`src/rtl/ind_reg_seq_pkg.sv`:
```
package ind_reg_seq_pkg;

  typedef enum logic [1:0] {
    ST_OK      = 2'd0,
    ST_TIMEOUT = 2'd1,
    ST_BUSERR  = 2'd2
  } seq_status_e;

  typedef enum logic [2:0] {
    PH_IDLE,
    PH_POLL_PRE,
    PH_DATA_WR,
    PH_CMD_WR,
    PH_POLL_POST,
    PH_DATA_RD,
    PH_RESP
  } seq_phase_e;

  // command word fields (16-bit word)
  localparam logic [15:0] CMD_BUSY_FLAG = 16'h8000;
  localparam logic [15:0] CMD_FORMAT    = 16'h1000;
  localparam logic [15:0] CMD_OP_READ   = 16'h0800;
  localparam logic [15:0] CMD_OP_WRITE  = 16'h0400;

endpackage

```
`src/rtl/ind_reg_cmd_fmt.sv`:
```
module ind_reg_cmd_fmt
  import ind_reg_seq_pkg::*;
#(
  parameter int DEV_W  = 5,
  parameter int REG_W  = 5,
  parameter int DATA_W = 16
) (
  input  logic              is_write,
  input  logic [DEV_W-1:0]  dev_num,
  input  logic [REG_W-1:0]  reg_num,
  output logic [DATA_W-1:0] cmd_word
);

  localparam int FIELD_W = DEV_W + REG_W;

  logic [15:0]      fixed_bits;
  logic [FIELD_W-1:0] addr_field;

  always_comb begin
    fixed_bits = CMD_BUSY_FLAG | CMD_FORMAT | (is_write ? CMD_OP_WRITE : CMD_OP_READ);
    addr_field = {dev_num, reg_num};
    cmd_word   = DATA_W'(fixed_bits) | DATA_W'(addr_field);
  end

  initial begin
    a_r6_fields_fit: assert (FIELD_W <= 10 && DATA_W == 16)
      else $error("command fields overlap opcode bits");
  end

endmodule

```
`src/rtl/ind_reg_poll_ctr.sv`:
```
module ind_reg_poll_ctr #(
  parameter int MAX_POLLS = 16
) (
  input  logic clk,
  input  logic rst_n,
  input  logic clr,
  input  logic bump,
  output logic last
);

  localparam int CNT_W = $clog2(MAX_POLLS + 1);
  localparam logic [CNT_W-1:0] LAST_VAL = CNT_W'(MAX_POLLS - 1);

  logic [CNT_W-1:0] cnt_q;

  always_ff @(posedge clk or negedge rst_n) begin
    if (!rst_n)    cnt_q <= '0;
    else if (clr)  cnt_q <= '0;
    else if (bump) cnt_q <= cnt_q + 1'b1;
  end

  assign last = (cnt_q == LAST_VAL);

  a_r3_poll_bound: assert property (@(posedge clk) disable iff (!rst_n)
    cnt_q <= LAST_VAL)
    else $error("poll counter past limit");

  a_r3_no_bump_at_last: assert property (@(posedge clk) disable iff (!rst_n)
    (last && !clr) |-> !bump)
    else $error("poll retried after final attempt");

endmodule

```
`src/rtl/ind_reg_rsp_hold.sv`:
```
module ind_reg_rsp_hold
  import ind_reg_seq_pkg::*;
#(
  parameter int DATA_W = 16
) (
  input  logic              clk,
  input  logic              rst_n,
  input  logic              load,
  input  seq_status_e       load_status,
  input  logic [DATA_W-1:0] load_data,
  input  logic              rsp_valid,
  output logic [1:0]        rsp_err,
  output logic [DATA_W-1:0] rsp_rdata
);

  seq_status_e       status_q;
  logic [DATA_W-1:0] data_q;

  always_ff @(posedge clk or negedge rst_n) begin
    if (!rst_n) begin
      status_q <= ST_OK;
      data_q   <= '0;
    end else if (load) begin
      status_q <= load_status;
      data_q   <= (load_status == ST_OK) ? load_data : '0;
    end
  end

  assign rsp_err   = status_q;
  assign rsp_rdata = data_q;

  a_r9_data_zero_on_error: assert property (@(posedge clk) disable iff (!rst_n)
    (rsp_valid && rsp_err != 2'd0) |-> (rsp_rdata == '0))
    else $error("error response carries data");

endmodule

```
`src/rtl/ind_reg_seq.sv`:
```
module ind_reg_seq
  import ind_reg_seq_pkg::*;
#(
  parameter int ADDR_W    = 5,
  parameter int DEV_W     = 5,
  parameter int REG_W     = 5,
  parameter int DATA_W    = 16,
  parameter int MAX_POLLS = 16,
  parameter int BUSY_BIT  = 15
) (
  input  logic              clk,
  input  logic              rst_n,
  input  logic [ADDR_W-1:0] strap_addr,
  input  logic              req_valid,
  output logic              req_ready,
  input  logic              req_write,
  input  logic [DEV_W-1:0]  req_dev,
  input  logic [REG_W-1:0]  req_reg,
  input  logic [DATA_W-1:0] req_wdata,
  output logic              rsp_valid,
  input  logic              rsp_ready,
  output logic [1:0]        rsp_err,
  output logic [DATA_W-1:0] rsp_rdata,
  output logic              bus_start,
  output logic [ADDR_W-1:0] bus_addr,
  output logic [REG_W-1:0]  bus_reg,
  output logic              bus_write,
  output logic [DATA_W-1:0] bus_wdata,
  input  logic              bus_done,
  input  logic              bus_err,
  input  logic [DATA_W-1:0] bus_rdata
);

  localparam logic [REG_W-1:0] OFF_CMD  = REG_W'(0);
  localparam logic [REG_W-1:0] OFF_DATA = REG_W'(1);

  seq_phase_e        ph_q, ph_d;
  logic              launched_q, launched_d;
  logic              wr_q;
  logic [DEV_W-1:0]  dev_q;
  logic [REG_W-1:0]  reg_q;
  logic [DATA_W-1:0] wdata_q;

  logic              take_req;
  logic              in_tx;
  logic              tx_end;
  logic              poll_clr, poll_bump, poll_last;
  logic              fin;
  seq_status_e       fin_status;
  logic [DATA_W-1:0] fin_data;
  logic [DATA_W-1:0] cmd_word;
  logic              not_busy;

  ind_reg_cmd_fmt #(.DEV_W(DEV_W), .REG_W(REG_W), .DATA_W(DATA_W)) cmd_fmt_i (
    .is_write (wr_q),
    .dev_num  (dev_q),
    .reg_num  (reg_q),
    .cmd_word (cmd_word)
  );

  ind_reg_poll_ctr #(.MAX_POLLS(MAX_POLLS)) poll_ctr_i (
    .clk   (clk),
    .rst_n (rst_n),
    .clr   (poll_clr),
    .bump  (poll_bump),
    .last  (poll_last)
  );

  ind_reg_rsp_hold #(.DATA_W(DATA_W)) rsp_hold_i (
    .clk         (clk),
    .rst_n       (rst_n),
    .load        (fin),
    .load_status (fin_status),
    .load_data   (fin_data),
    .rsp_valid   (rsp_valid),
    .rsp_err     (rsp_err),
    .rsp_rdata   (rsp_rdata)
  );

  // handshake edges
  assign req_ready = (ph_q == PH_IDLE);
  assign rsp_valid = (ph_q == PH_RESP);
  assign take_req  = req_valid && req_ready;

  // bus port
  always_comb begin
    in_tx = (ph_q == PH_POLL_PRE) || (ph_q == PH_DATA_WR) || (ph_q == PH_CMD_WR) ||
            (ph_q == PH_POLL_POST) || (ph_q == PH_DATA_RD);
    bus_start = in_tx && !launched_q;
    bus_addr  = strap_addr;
    bus_write = (ph_q == PH_DATA_WR) || (ph_q == PH_CMD_WR);
    bus_reg   = ((ph_q == PH_DATA_WR) || (ph_q == PH_DATA_RD)) ? OFF_DATA : OFF_CMD;
    unique case (ph_q)
      PH_DATA_WR: bus_wdata = wdata_q;
      PH_CMD_WR:  bus_wdata = cmd_word;
      default:    bus_wdata = '0;
    endcase
  end

  assign tx_end   = launched_q && bus_done;
  assign not_busy = !bus_rdata[BUSY_BIT];

  // phase sequencing
  always_comb begin
    ph_d       = ph_q;
    launched_d = launched_q | bus_start;
    poll_clr   = 1'b0;
    poll_bump  = 1'b0;
    fin        = 1'b0;
    fin_status = ST_OK;
    fin_data   = '0;

    if (tx_end) begin
      launched_d = 1'b0;
      if (bus_err) begin
        fin        = 1'b1;
        fin_status = ST_BUSERR;
      end
    end

    unique case (ph_q)
      PH_IDLE: begin
        if (take_req) begin
          ph_d     = PH_POLL_PRE;
          poll_clr = 1'b1;
        end
      end
      PH_POLL_PRE: begin
        if (tx_end && !bus_err) begin
          if (not_busy)       ph_d = wr_q ? PH_DATA_WR : PH_CMD_WR;
          else if (poll_last) begin
            fin        = 1'b1;
            fin_status = ST_TIMEOUT;
          end else            poll_bump = 1'b1;
        end
      end
      PH_DATA_WR: begin
        if (tx_end && !bus_err) ph_d = PH_CMD_WR;
      end
      PH_CMD_WR: begin
        if (tx_end && !bus_err) begin
          ph_d     = PH_POLL_POST;
          poll_clr = 1'b1;
        end
      end
      PH_POLL_POST: begin
        if (tx_end && !bus_err) begin
          if (not_busy) begin
            if (wr_q) fin = 1'b1;
            else      ph_d = PH_DATA_RD;
          end else if (poll_last) begin
            fin        = 1'b1;
            fin_status = ST_TIMEOUT;
          end else poll_bump = 1'b1;
        end
      end
      PH_DATA_RD: begin
        if (tx_end && !bus_err) begin
          fin      = 1'b1;
          fin_data = bus_rdata;
        end
      end
      PH_RESP: begin
        if (rsp_ready) ph_d = PH_IDLE;
      end
      default: ph_d = PH_IDLE;
    endcase

    if (fin) begin
      ph_d       = PH_RESP;
      launched_d = 1'b0;
    end
  end

  always_ff @(posedge clk or negedge rst_n) begin
    if (!rst_n) begin
      ph_q       <= PH_IDLE;
      launched_q <= 1'b0;
    end else begin
      ph_q       <= ph_d;
      launched_q <= launched_d;
    end
  end

  always_ff @(posedge clk or negedge rst_n) begin
    if (!rst_n) begin
      wr_q    <= 1'b0;
      dev_q   <= '0;
      reg_q   <= '0;
      wdata_q <= '0;
    end else if (take_req) begin
      wr_q    <= req_write;
      dev_q   <= req_dev;
      reg_q   <= req_reg;
      wdata_q <= req_wdata;
    end
  end

  a_r1_ready_when_idle: assert property (@(posedge clk) disable iff (!rst_n)
    req_ready |-> (!rsp_valid && !bus_start))
    else $error("ready while busy");

  a_r1_no_ready_after_take: assert property (@(posedge clk) disable iff (!rst_n)
    take_req |=> !req_ready)
    else $error("ready right after acceptance");

  a_r10_single_outstanding: assert property (@(posedge clk) disable iff (!rst_n)
    bus_start |=> !bus_start)
    else $error("second start before done");

  a_r7_abort_on_err: assert property (@(posedge clk) disable iff (!rst_n)
    (tx_end && bus_err) |=> (rsp_valid && rsp_err == 2'd2 && !bus_start))
    else $error("sequence continued after bus error");

  a_r8_rsp_stable: assert property (@(posedge clk) disable iff (!rst_n)
    (rsp_valid && !rsp_ready) |=> (rsp_valid && $stable(rsp_err) && $stable(rsp_rdata)))
    else $error("response changed while stalled");

endmodule

```
`config.mk`:
```
export PLATFORM = sky130hd
export DESIGN_NAME = ind_reg_seq
export DESIGN_NICKNAME = d
export VERILOG_FILES = /design/src/rtl/ind_reg_seq_pkg.sv /design/src/rtl/ind_reg_cmd_fmt.sv /design/src/rtl/ind_reg_poll_ctr.sv /design/src/rtl/ind_reg_rsp_hold.sv /design/src/rtl/ind_reg_seq.sv
export SDC_FILE = /design/constraint.sdc
export NUM_CORES = 1
export LEC_CHECK = 0
export ABC_AREA = 1
export CORE_MARGIN = 4
export CORE_UTILIZATION = 48
export DETAILED_ROUTE_END_ITERATION = 10
export MAX_ROUTING_LAYER = met4
export PLACE_DENSITY_LB_ADDON = 0.12
export SLEW_MARGIN = 20
export SYNTH_ARGS = -nofsm -noshare
export SYNTH_HDL_FRONTEND = slang
export SYNTH_SLANG_ARGS = --single-unit
```
`constraint.sdc`:
```
create_clock -name clk -period 2.73 [get_ports clk]
set_input_delay 0.546 -clock clk [delete_from_list [all_inputs] [get_ports clk]]
set_output_delay 0.546 -clock clk [all_outputs]
set_load 0.02 [all_outputs]
```
==> qor.yml, run 1 <==
run_status:
  outcome: "finished clean"
cts:
  cts_htree_levels: 2
  cts_root_buf: "clkbuf_8"
  clk_pin_slew_worst_paths_ns: 0.10
  insertion_delay_ns: 0.31
  numCtsBuffers: 5
  hold_buffers: 0
  cts.sink_count: 54
  cts_tree: "built"
  cts_setup_buffers: 0
  clock_path_buffers: 2
synthesis:
  synth_area_per_cell_sq_um: 8.14
  ys_types: 27
  synth-seq-cells: 54
  syn-cell-area_sq_mm: 0.00272
  synth-seq-area-share_pct: 49.7
  synth_warnings: 0
  synthCells: 334
critical_path:
  rrSetupSlack_ns: 0.58
  timing.rr.end: "rsp_hold_i.rsp_err[0]"
  worstPathRequired_ns: 2.18
  slowest_delay_ns: 0.63
  cp-start-kind: "flop"
  r2r_start: "poll_ctr_i.cnt_q[0]"
  path_delay_family: "buffers and inverters"
  critPathSlowestCell: "clkdlybuf4s50_1"
  crit_chain: "nand3_1, buf_4, o22ai_1, clkdlybuf4s50_1"
  path_buf_inv: 2
  cp.arrival_ns: 2.02
  endpoint_kind: "primary output"
  cp_max_fo: 10
  critPathKind: "reg -> out"
  reg2reg_depth: 13
timing:
  skew_ns: 0.0111
  finalSetupViolCount: 0
  hold_viol_final: 0
  rsz0062_at_grt: "false"
  tns_ns: 0
  maxSlewViolCount: 0
  fin_crit_ns: 2.56
  min_period_over_period_pct: 93.8
  fmax_ghz: 0.390
finish:
  area_growth_pct: 38.0
  drive_gt1_share_pct: 9.55
  final_cell_mix: "clkdlybuf4s50_1 (85), nand2_1 (69), dfrtp_1 (53)"
  fill_cells: 463
  layout.nets: 474
  instances_no_fill: 491
  diodes: 0
  regArea_sq_mm: 0.00135
  layout_commonest_cell: "clkdlybuf4s50_1"
  multi_input_area_sq_mm: 0.00106
grt:
  grt_use_met3_pct: 4.66
  grt_pass1_vias: 2387
  grt_max_degree: 34
  antenna_found_initial: 0
  grt.busiest_layer: "met2"
  grt_pass1_wl_um: 11000
  overflow: 0
  grt_use_met2_pct: 31.7
  grt_use_met1_pct: 24.4
  track_usage_pct: 19.6
power_and_ir_drop:
  swShare_pct: 40.5
  ir_drop_mv: 0.583
  p_leak_nw: 1.92
  powerDensity_mw_per_mm2: 1020
  share_seq_of_total_power_pct: 31.9
  p_switching_w: 0.00155
  pwr-share-comb_pct: 51.1
  internal-power_w: 0.00229
  clockPowerShare_pct: 17.0
place:
  place_hpwl_um: 4750
  gp_congestion: 0.858
  io_buffers: 87
  place_inst: 483
job:
  timing.max_cap.violations: 0
die:
  rows: 27
  die-area_sq_mm: 0.00694
  core_area_sq_mm: 0.00551
  start_util_pct: 49.4
  die_height_um: 83.3
  dieWidth_um: 83.3
  ioPinCount: 102
detailed_routing:
  first_pass_iters: 4
  drc_errors: 0
  wl_per_cell_um: 13.1
  wl_um: 6440
  viasPerCell: 4.99
  num_vias: 2451
  ant_nets: 0
  drt_iter0_markers: 143
worst_hold_path:
  hold_path.class: "in -> async"
==> per-layer routing <==
layer / part of all wire, % / vias up
met3: 5.3 / 21
li1: - / 1215
met2: 50 / 71
met4: 2.3 / 0
met1: 42 / 1144
met5: 0 / -
==> cells in the mapped netlist <==
master / instances / area (sq um)
buf_2: 8 / 40.0
nand4_1: 3 / 18.8
clkbuf_1: 1 / 3.75
nand2_2: 5 / 31.3
ha_1: 2 / 25.0
nand2_4: 2 / 22.5
o22ai_1: 12 / 75.1
nand2_1: 69 / 259
mux2_2: 2 / 22.5
nand3_2: 2 / 20.0
nor2_1: 35 / 131
nor2_8: 2 / 40.0
o21ai_1: 5 / 25.0
nor2_4: 1 / 11.3
buf_6: 2 / 22.5
inv_2: 5 / 18.8
buf_4: 10 / 75.1
xor2_1: 1 / 8.76
conb_1: 1 / 3.75
nand3_1: 32 / 160
nor2_2: 1 / 6.26
a21oi_1: 34 / 170
inv_1: 41 / 154
o21ai_0: 2 / 10.0
nor3_1: 1 / 5.00
clkinv_4: 1 / 8.76
dfrtp_1: 54 / 1350
==> what timing repair did <==
| action | in CTS | in global routing |
|---|---|---|
| gates resized for setup | 0 | 3 |
| setup endpoints to repair | 0 | 1 |
| endpoints found under the hold margin | 0 | 0 |
==> logic make-up (layout without fill, tap and decap cells) <==
logic type | count (synthesis) | count (layout) | synth area share (%)
other | 1 | 4 | 0.138
xor gates and xnor gates | 1 | 1 | 0.322
and+or+nand+nor | 153 | 153 | 25.9
muxes | 2 | 2 | 0.828
buffers and inverters | 68 | 150 | 11.9
DFF | 54 | 54 | 49.7
AOI/OAI and AO/OA | 53 | 53 | 10.3
adders and majority gates | 2 | 2 | 0.920
==> flip-flops by register name (all words and copies together) (netlist names) <==
signal	count
poll_ctr_i.cnt_q	5
rsp_hold_i.rsp_rdata	16
wdata_q	16
dev_q	5
wr_q	1
ph_q	3
rsp_hold_i.rsp_err	2
launched_q	1
reg_q	5
==> how the worst max path moves through the flow <==
stage	cells after the start	to	from
after floorplan	5	bus_wdata[10]	ph_q[2]
after global placement	7	bus_start	ph_q[0]
final	4	bus_wdata[8]	ph_q[1]
after CTS	7	bus_start	ph_q[0]
after global routing	5	bus_wdata[15]	ph_q[1]
after detailed placement	7	bus_start	ph_q[0]
==> power by group through the flow <==
stage	logic, W	clock network (W)	registers, W
2_1_floorplan	0.00119	0	0.00128
3_3_place_gp	0.00194	0	0.00123
3_5_place_dp	0.00197	0	0.00123
4_1_cts	0.00198	0.000669	0.00122
5_1_grt	0.00216	0.000707	0.00125
6_report	0.00196	0.000652	0.00123
==> through the flow <==
stage          area, sq um  total power [W]  util [%]  setup slack (ns)  hold slack (ns)
2_1_floorplan         2730          0.00247         -             0.794            0.250
3_3_place_gp          3610          0.00317      65.5             0.437            0.367
3_5_place_dp          3610          0.00321      65.5             0.433            0.370
4_1_cts               3750          0.00387      68.1            0.0696           0.0312
5_1_grt               3750          0.00412      68.2            0.0249           0.0254
6_report              3750          0.00384      68.2             0.169           0.0411
==> cell type report <==
type	count	area share [%]
clock buffer	6	2.20
clock inverter	2	1.60
inverter	47	4.83
multi-input combinational	215	28.2
sequential	54	36.0
tap	72	2.40
timing repair buffer	95	24.7
(Power assumes the default switching activity.)
==> inputs of run 2 (changes only) <==
--- a/config.mk
+++ b/config.mk
@@ -9,9 +9,9 @@
 export CORE_MARGIN = 4
 export CORE_UTILIZATION = 48
 export DETAILED_ROUTE_END_ITERATION = 10
-export MAX_ROUTING_LAYER = met4
 export PLACE_DENSITY_LB_ADDON = 0.12
 export SLEW_MARGIN = 20
 export SYNTH_ARGS = -nofsm -noshare
 export SYNTH_HDL_FRONTEND = slang
 export SYNTH_SLANG_ARGS = --single-unit
+export TNS_END_PERCENT = 5
==> run 2 against run 1 <==
Against the previous run: core utilization unchanged; critical path depth rose by 1; via count fell by 1.2%; count of clock-buffer cells in the layout unchanged; setup slack improved by 0.0026 ns; power about the same; final area is the same; flip-flop and latch count did not move; critical path type unchanged; critical endpoint is now bus_wdata[11]; largest cell class unchanged.
==> qor.yml, run 2 (synthesized netlist as in run 1, its figures left out) <==
run_status:
  outcome: "finished clean"  # unchanged
critical_path:
  cp_max_fo: 15  # was 10
  reg2reg_depth: 13  # unchanged
  cp.arrival_ns: 2.01  # was 2.02 ns
  startpoint: "ph_q[0]"  # was ph_q[1]
  endpoint_kind: "primary output"  # unchanged
  critPathKind: "reg -> out"  # unchanged
  timing.rr.end: "rsp_hold_i.rsp_err[0]"  # unchanged
  r2r_start: "poll_ctr_i.cnt_q[0]"  # unchanged
  critPathCapture: "bus_wdata[11]"  # was bus_wdata[8]
  cp-start-kind: "flop"  # unchanged
  rrSetupSlack_ns: 0.57  # was 0.58 ns
  worstPathRequired_ns: 2.18  # about the same
place:
  gp_congestion: 0.845  # was 0.858
  io_buffers: 87  # unchanged
  place_hpwl_um: 4750  # unchanged
power_and_ir_drop:
  p_switching_w: 0.00155  # about the same
  powerDensity_mw_per_mm2: 1020  # about the same
  share_seq_of_total_power_pct: 31.9  # about the same
  pwr-share-comb_pct: 51.1  # about the same
  p_leak_nw: 1.92  # unchanged
  swShare_pct: 40.5  # about the same
  finalPower_w: 0.00384  # about the same
  clockPowerShare_pct: 17.0  # about the same
  ir_drop_mv: 0.583  # about the same
  internal-power_w: 0.00229  # about the same
timing:
  hold_ws_ns: 0.0412  # was 0.0411 ns
  min_period_over_period_pct: 93.7  # was 93.8%
  fmax_ghz: 0.391  # was 0.390 GHz
  skew_ns: 0.0103  # was 0.0111 ns
  rsz0062_at_grt: "false"  # unchanged
  maxSlewViolCount: 0  # unchanged
  hold_viol_final: 0  # unchanged
  fin_crit_ns: 2.56  # about the same
  tns_ns: 0  # unchanged
  finalSetupViolCount: 0  # unchanged
die:
  dieWidth_um: 83.3  # unchanged
  ioPinCount: 102  # unchanged
  die-area_sq_mm: 0.00694  # unchanged
  core_area_sq_mm: 0.00551  # unchanged
  start_util_pct: 49.4  # unchanged
  die_height_um: 83.3  # unchanged
  rows: 27  # unchanged
grt:
  grt_max_degree: 34  # unchanged
  antenna_found_initial: 0  # unchanged
  overflow: 0  # unchanged
  grt_pass1_vias: 2382  # was 2387
  track_usage_pct: 19.2  # was 19.6%
  grt_pass1_wl_um: 11000  # about the same
detailed_routing:
  wl_um: 6440  # about the same
  route.met3.wl_um: 294  # was 343 um
  num_vias: 2422  # was 2451
  route.layer.met1.wl_um: 2770  # was 2710 um
  wl_per_cell_um: 13.1  # about the same
  top_layer_used: "met4"  # unchanged
  drc_errors: 0  # unchanged
  first_pass_iters: 4  # unchanged
  drt_iter0_markers: 128  # was 143
  viasPerCell: 4.93  # was 4.99
  met2_length_um: 3270  # was 3240 um
  ant_nets: 0  # unchanged
cts:
  clk_pin_slew_worst_paths_ns: 0.10  # about the same
  hold_buffers: 0  # unchanged
  cts_htree_levels: 2  # unchanged
  cts_setup_buffers: 0  # unchanged
  cts_root_buf: "clkbuf_8"  # unchanged
  cts_tree: "built"  # unchanged
  post_cts_resized: 0  # unchanged
  clock_path_buffers: 2  # unchanged
  cts.sink_count: 54  # unchanged
  numCtsBuffers: 5  # unchanged
  insertion_delay_ns: 0.31  # about the same
finish:
  diodes: 0  # unchanged
  drive_gt1_share_pct: 9.55  # unchanged
  layout_commonest_cell: "clkdlybuf4s50_1"  # unchanged
  area_growth_pct: 38.0  # unchanged
  layout.nets: 474  # unchanged
  final_cell_mix: "clkdlybuf4s50_1 (85), nand2_1 (69), dfrtp_1 (53)"  # unchanged
worst_hold_path:
  hold_path.class: "in -> async"  # unchanged
job:
  timing.max_cap.violations: 0  # unchanged
[run 2: cell counts in the layout (fill, tap and decap cells not counted)]
Identical to the previous run, type by type.
[run 2: worst min path at each step]
stage,from,to,slack (ns)
floorplan,rst_n,dev_q[0],0.25
global placement,rst_n,wdata_q[10],0.37
detailed placement,rst_n,wr_q,0.37
CTS,rst_n,wdata_q[10],0.03
global route,rst_n,wdata_q[10],0.02
finish,rst_n,wdata_q[10],0.04
[run 2: metrics by stage]
stage	instances	worst slack [ns]	instance area (sq um)	utilization (%)
2_1_floorplan	337	0.794	2730	-
3_3_place_gp	483	0.437	3610	65.5
3_5_place_dp	483	0.433	3610	65.5
4_1_cts	491	0.0696	3750	68.1
5_1_grt	491	0.0223	3750	68.2
6_report	491	0.171	3750	68.2
[run 2: cell type report]
class / instances / area [sq um]
Timing Repair Buffer: 95 / 928
Clock inverter: 2 / 60.1
Sequential cell: 54 / 1350
Multi-Input combinational cell: 215 / 1060
Tap cell: 72 / 90.1
Clock buffer: 6 / 82.6
Fill cell: 463 / 1750
Inverter: 47 / 181
[run 2: power by group through the flow]
stage | logic, W | clock network, W | registers (W)
2_1_floorplan | 0.00119 | 0 | 0.00128
3_3_place_gp | 0.00194 | 0 | 0.00123
3_5_place_dp | 0.00197 | 0 | 0.00123
4_1_cts | 0.00198 | 0.000669 | 0.00122
5_1_grt | 0.00216 | 0.000711 | 0.00125
6_report | 0.00196 | 0.000652 | 0.00123
[run 2: worst max-delay path: stages, from the launching register on]
cell and delay [ns]:
dfrtp_2 0.48, inv_2 0.12, nand3_1 0.09, buf_4 0.21, o22ai_1 0.16, clkdlybuf4s50_1 0.64
[run 2: metal layers]
metal  vias up  track usage, %
li1       1214               -
met2        53            31.9
met4         0            6.24
met1      1143            24.3
met3        12            5.16
met5         -               0
==> inputs of run 3 (changes only) <==
--- a/config.mk
+++ b/config.mk
@@ -5,9 +5,11 @@
 export SDC_FILE = /design/constraint.sdc
 export NUM_CORES = 1
 export LEC_CHECK = 0
-export ABC_AREA = 1
+export ABC_AREA = 0
+export CELL_PAD_IN_SITES_DETAIL_PLACEMENT = 2
+export CELL_PAD_IN_SITES_GLOBAL_PLACEMENT = 2
 export CORE_MARGIN = 4
-export CORE_UTILIZATION = 48
+export CORE_UTILIZATION = 28
 export DETAILED_ROUTE_END_ITERATION = 10
 export PLACE_DENSITY_LB_ADDON = 0.12
 export SLEW_MARGIN = 20
==> run 3 against run 2 <==
Against the previous run: combinational power decreased by 2%; clock power fell by 21%; count of clock-buffer cells in the layout up 1; final cell count is 14% lower; via count fell by 15%.
==> qor.yml, run 3 <==
detailed_routing:
  first_pass_iters: 4  # unchanged
  wl_per_cell_um: 18.0  # was 13.1 um
  drc_errors: 0  # unchanged
  drt_iter0_markers: 52  # was 128
  viasPerCell: 4.88  # was 4.93
  ant_nets: 0  # unchanged
  num_vias: 2049  # was 2422
  wl_um: 7560  # was 6440 um
synthesis:
  synth.area.top_cells: "dfrtp_1 (52%), mux2_2 (9.6%), a22o_1 (5.4%), mux2i_1 (4.7%), buf_4 (2.9%)"  # was dfrtp_1 (50%), nand2_1 (9.5%), a21oi_1 (6.3%), nand3_1 (5.9%), inv_1 (5.7%)
  synthCells: 227  # was 334
  synth_top_area_share_pct: 52.4  # was 49.7%
  synth-edff-count: 0  # unchanged
  ys_types: 41  # was 27
  synth_area_per_cell_sq_um: 11.4  # was 8.14 sq um
  async_reset_ff_share_pct: 100  # unchanged
  yosys-top-cells-count: "dfrtp_1 (54), mux2_2 (22), nor2_1 (19)"  # was nand2_1 (69), dfrtp_1 (54), inv_1 (41)
  synth_warnings: 0  # unchanged
  synth_most_common_cell: "dfrtp_1"  # was nand2_1
  yosysTopAreaCell: "dfrtp_1"  # unchanged
  ys.flop_type: "dfrtp_1"  # unchanged
  synth-seq-area-share_pct: 52.4  # was 49.7%
  synth-seq-cells: 54  # unchanged
  syn-cell-area_sq_mm: 0.00258  # was 0.00272 sq mm
cts:
  clk_pin_slew_worst_paths_ns: 0.10  # about the same
  insertion_delay_ns: 0.31  # about the same
  clock_path_buffers: 2  # unchanged
  cts_tree: "built"  # unchanged
  cts_root_buf: "clkbuf_8"  # unchanged
  hold_buffers: 0  # unchanged
  cts.sink_count: 54  # unchanged
  numCtsBuffers: 5  # unchanged
  cts_htree_levels: 2  # unchanged
timing:
  tightest_slew_ns: 0.728
  rsz0062_at_grt: "false"  # unchanged
  maxSlewViolCount: 0  # unchanged
  slew_headroom_pct: 51.5
  fmax_ghz: 0.388  # was 0.391 GHz
  fin_crit_ns: 2.58  # was 2.56 ns
  finalSetupViolCount: 0  # unchanged
  hold_viol_final: 0  # unchanged
  skew_ns: 0.00984  # was 0.0103 ns
  min_period_over_period_pct: 94.5  # was 93.7%
  tns_ns: 0  # unchanged
die:
  dieWidth_um: 104  # was 83.3 um
  die_height_um: 104  # was 83.3 um
  start_util_pct: 29.2  # was 49.4%
  core_area_sq_mm: 0.00885  # was 0.00551 sq mm
  rows: 34  # was 27
  ioPinCount: 102  # unchanged
  die-area_sq_mm: 0.0108  # was 0.00694 sq mm
finish:
  final_cell_mix: "clkdlybuf4s50_1 (82), dfrtp_1 (54), mux2_2 (22)"  # was clkdlybuf4s50_1 (85), nand2_1 (69), dfrtp_1 (53)
  design_area_sq_mm: 0.00368  # was 0.00375 sq mm
  drive_gt1_share_pct: 14.7  # was 9.55%
  instances_no_fill: 420  # was 491
  layout_commonest_cell: "clkdlybuf4s50_1"  # unchanged
  multi_input_area_sq_mm: 0.00109  # was 0.00106 sq mm
  diodes: 0  # unchanged
  area_growth_pct: 42.5  # was 38.0%
  fill_cells: 941  # was 463
  regArea_sq_mm: 0.00135  # about the same
  layout.nets: 367  # was 474
critical_path:
  endpoint_kind: "primary output"  # unchanged
  cp_max_fo: 16  # was 15
  cp-start-kind: "flop"  # unchanged
  cp.arrival_ns: 2.03  # was 2.01 ns
  worstPathRequired_ns: 2.18  # about the same
  critPathKind: "reg -> out"  # unchanged
place:
  place_hpwl_um: 5480  # was 4750 um
  gp_congestion: 0.725  # was 0.845
  placed_area_sq_mm: 0.00356  # was 0.00361 sq mm
  io_buffers: 87  # unchanged
  place_inst: 412  # was 483
grt:
  grt_max_degree: 29  # was 34
  grt_pass1_vias: 2308  # was 2382
  antenna_found_initial: 0  # unchanged
  track_usage_pct: 14.1  # was 19.2%
  grt_pass1_wl_um: 12300  # was 11000 um
  overflow: 0  # unchanged
worst_hold_path:
  hold_path.class: "in -> async"  # unchanged
power_and_ir_drop:
  p_leak_nw: 1.64  # was 1.92 nW
  ir_drop_mv: 0.410  # was 0.583 mV
  finalPower_w: 0.00373  # was 0.00384 W
  powerDensity_mw_per_mm2: 1010  # was 1020 mW/mm^2
run_status:
  outcome: "finished clean"  # unchanged
job:
  timing.max_cap.violations: 0  # unchanged
[run 3: cell count changes after synthesis, moves of 20 or more]
| cell | before | now |
|---|---|---|
| nand3_1 | 32 | 5 |
| mux2_2 | 2 | 22 |
| a21oi_1 | 34 | 5 |
| inv_1 | 41 | 7 |
| nand2_1 | 69 | 8 |
[run 3: through the flow]
stage	utilization (%)	worst slack (ns)	hold slack, ns
after floorplan	-	0.577	0.250
after global placement	40.3	0.225	0.468
after detailed placement	40.3	0.139	0.479
after CTS	41.5	0.0357	0.256
after global routing	41.6	0.00557	0.270
final	41.6	0.151	0.238
[run 3: final cells by class]
| type | count | area share (%) |
|---|---|---|
| clock inverter | 1 | 0.238 |
| inverter | 8 | 0.816 |
| clock buffer | 7 | 2.62 |
| multi-input combinational | 144 | 29.5 |
| tap | 108 | 3.67 |
| timing repair buffer | 98 | 26.4 |
| sequential | 54 | 36.7 |
[run 3: final timing paths]
path                                             to                   from  cells past startpoint  slack, ns
max in group asynchronous                  reg_q[2]                  rst_n                      2       1.84
max reg2reg                                 ph_q[0]    poll_ctr_i.cnt_q[0]                      7       0.45
max                                       bus_start                ph_q[2]                      5       0.15
min                        rsp_hold_i.rsp_rdata[14]                  rst_n                      1       0.24
min reg2reg                   rsp_hold_i.rsp_err[0]  rsp_hold_i.rsp_err[0]                      1       0.49
min in group clk              rsp_hold_i.rsp_err[0]  rsp_hold_i.rsp_err[0]                      1       0.49
[run 3: logic make-up after synthesis]
family	share of synthesized area [%]
mux	16.0
other cells	0.145
buf+inv	6.45
flops	52.4
simple gates	10.6
compound gates	13.2
fa+ha+maj	0.969
xor+xnor	0.339
[run 3: where the power goes]
part | internal, W | switching (W) | total, W
Sequential | 0.00111 | 0.000177 | 0.00129
Clock | 0.000234 | 0.000283 | 0.000516
Combinational | 0.000939 | 0.000983 | 0.00192
[run 3: repair_timing]
item,CTS,global route
gates resized for setup,0,4
buffers inserted,0,0
endpoints found under the setup margin,0,4
[run 3: metal layers]
metal  wire (um)  vias to the layer above  part of all wire (%)  GRT usage (%)
met1        3360                     1021                    44           17.9
met3         502                        7                   6.6           4.35
met5           0                        -                     0              0
met2        3630                       64                    48           23.3
li1            -                      957                     -              -
met4          70                        0                  0.93           3.42
[run 3: critical path, cell delays in order (launching register included)]
cell and delay (ns):
dfrtp_1 0.37, buf_4 0.23, nor2_1 0.08, o21ai_0 0.26, and2b_1 0.17, clkdlybuf4s50_1 0.61
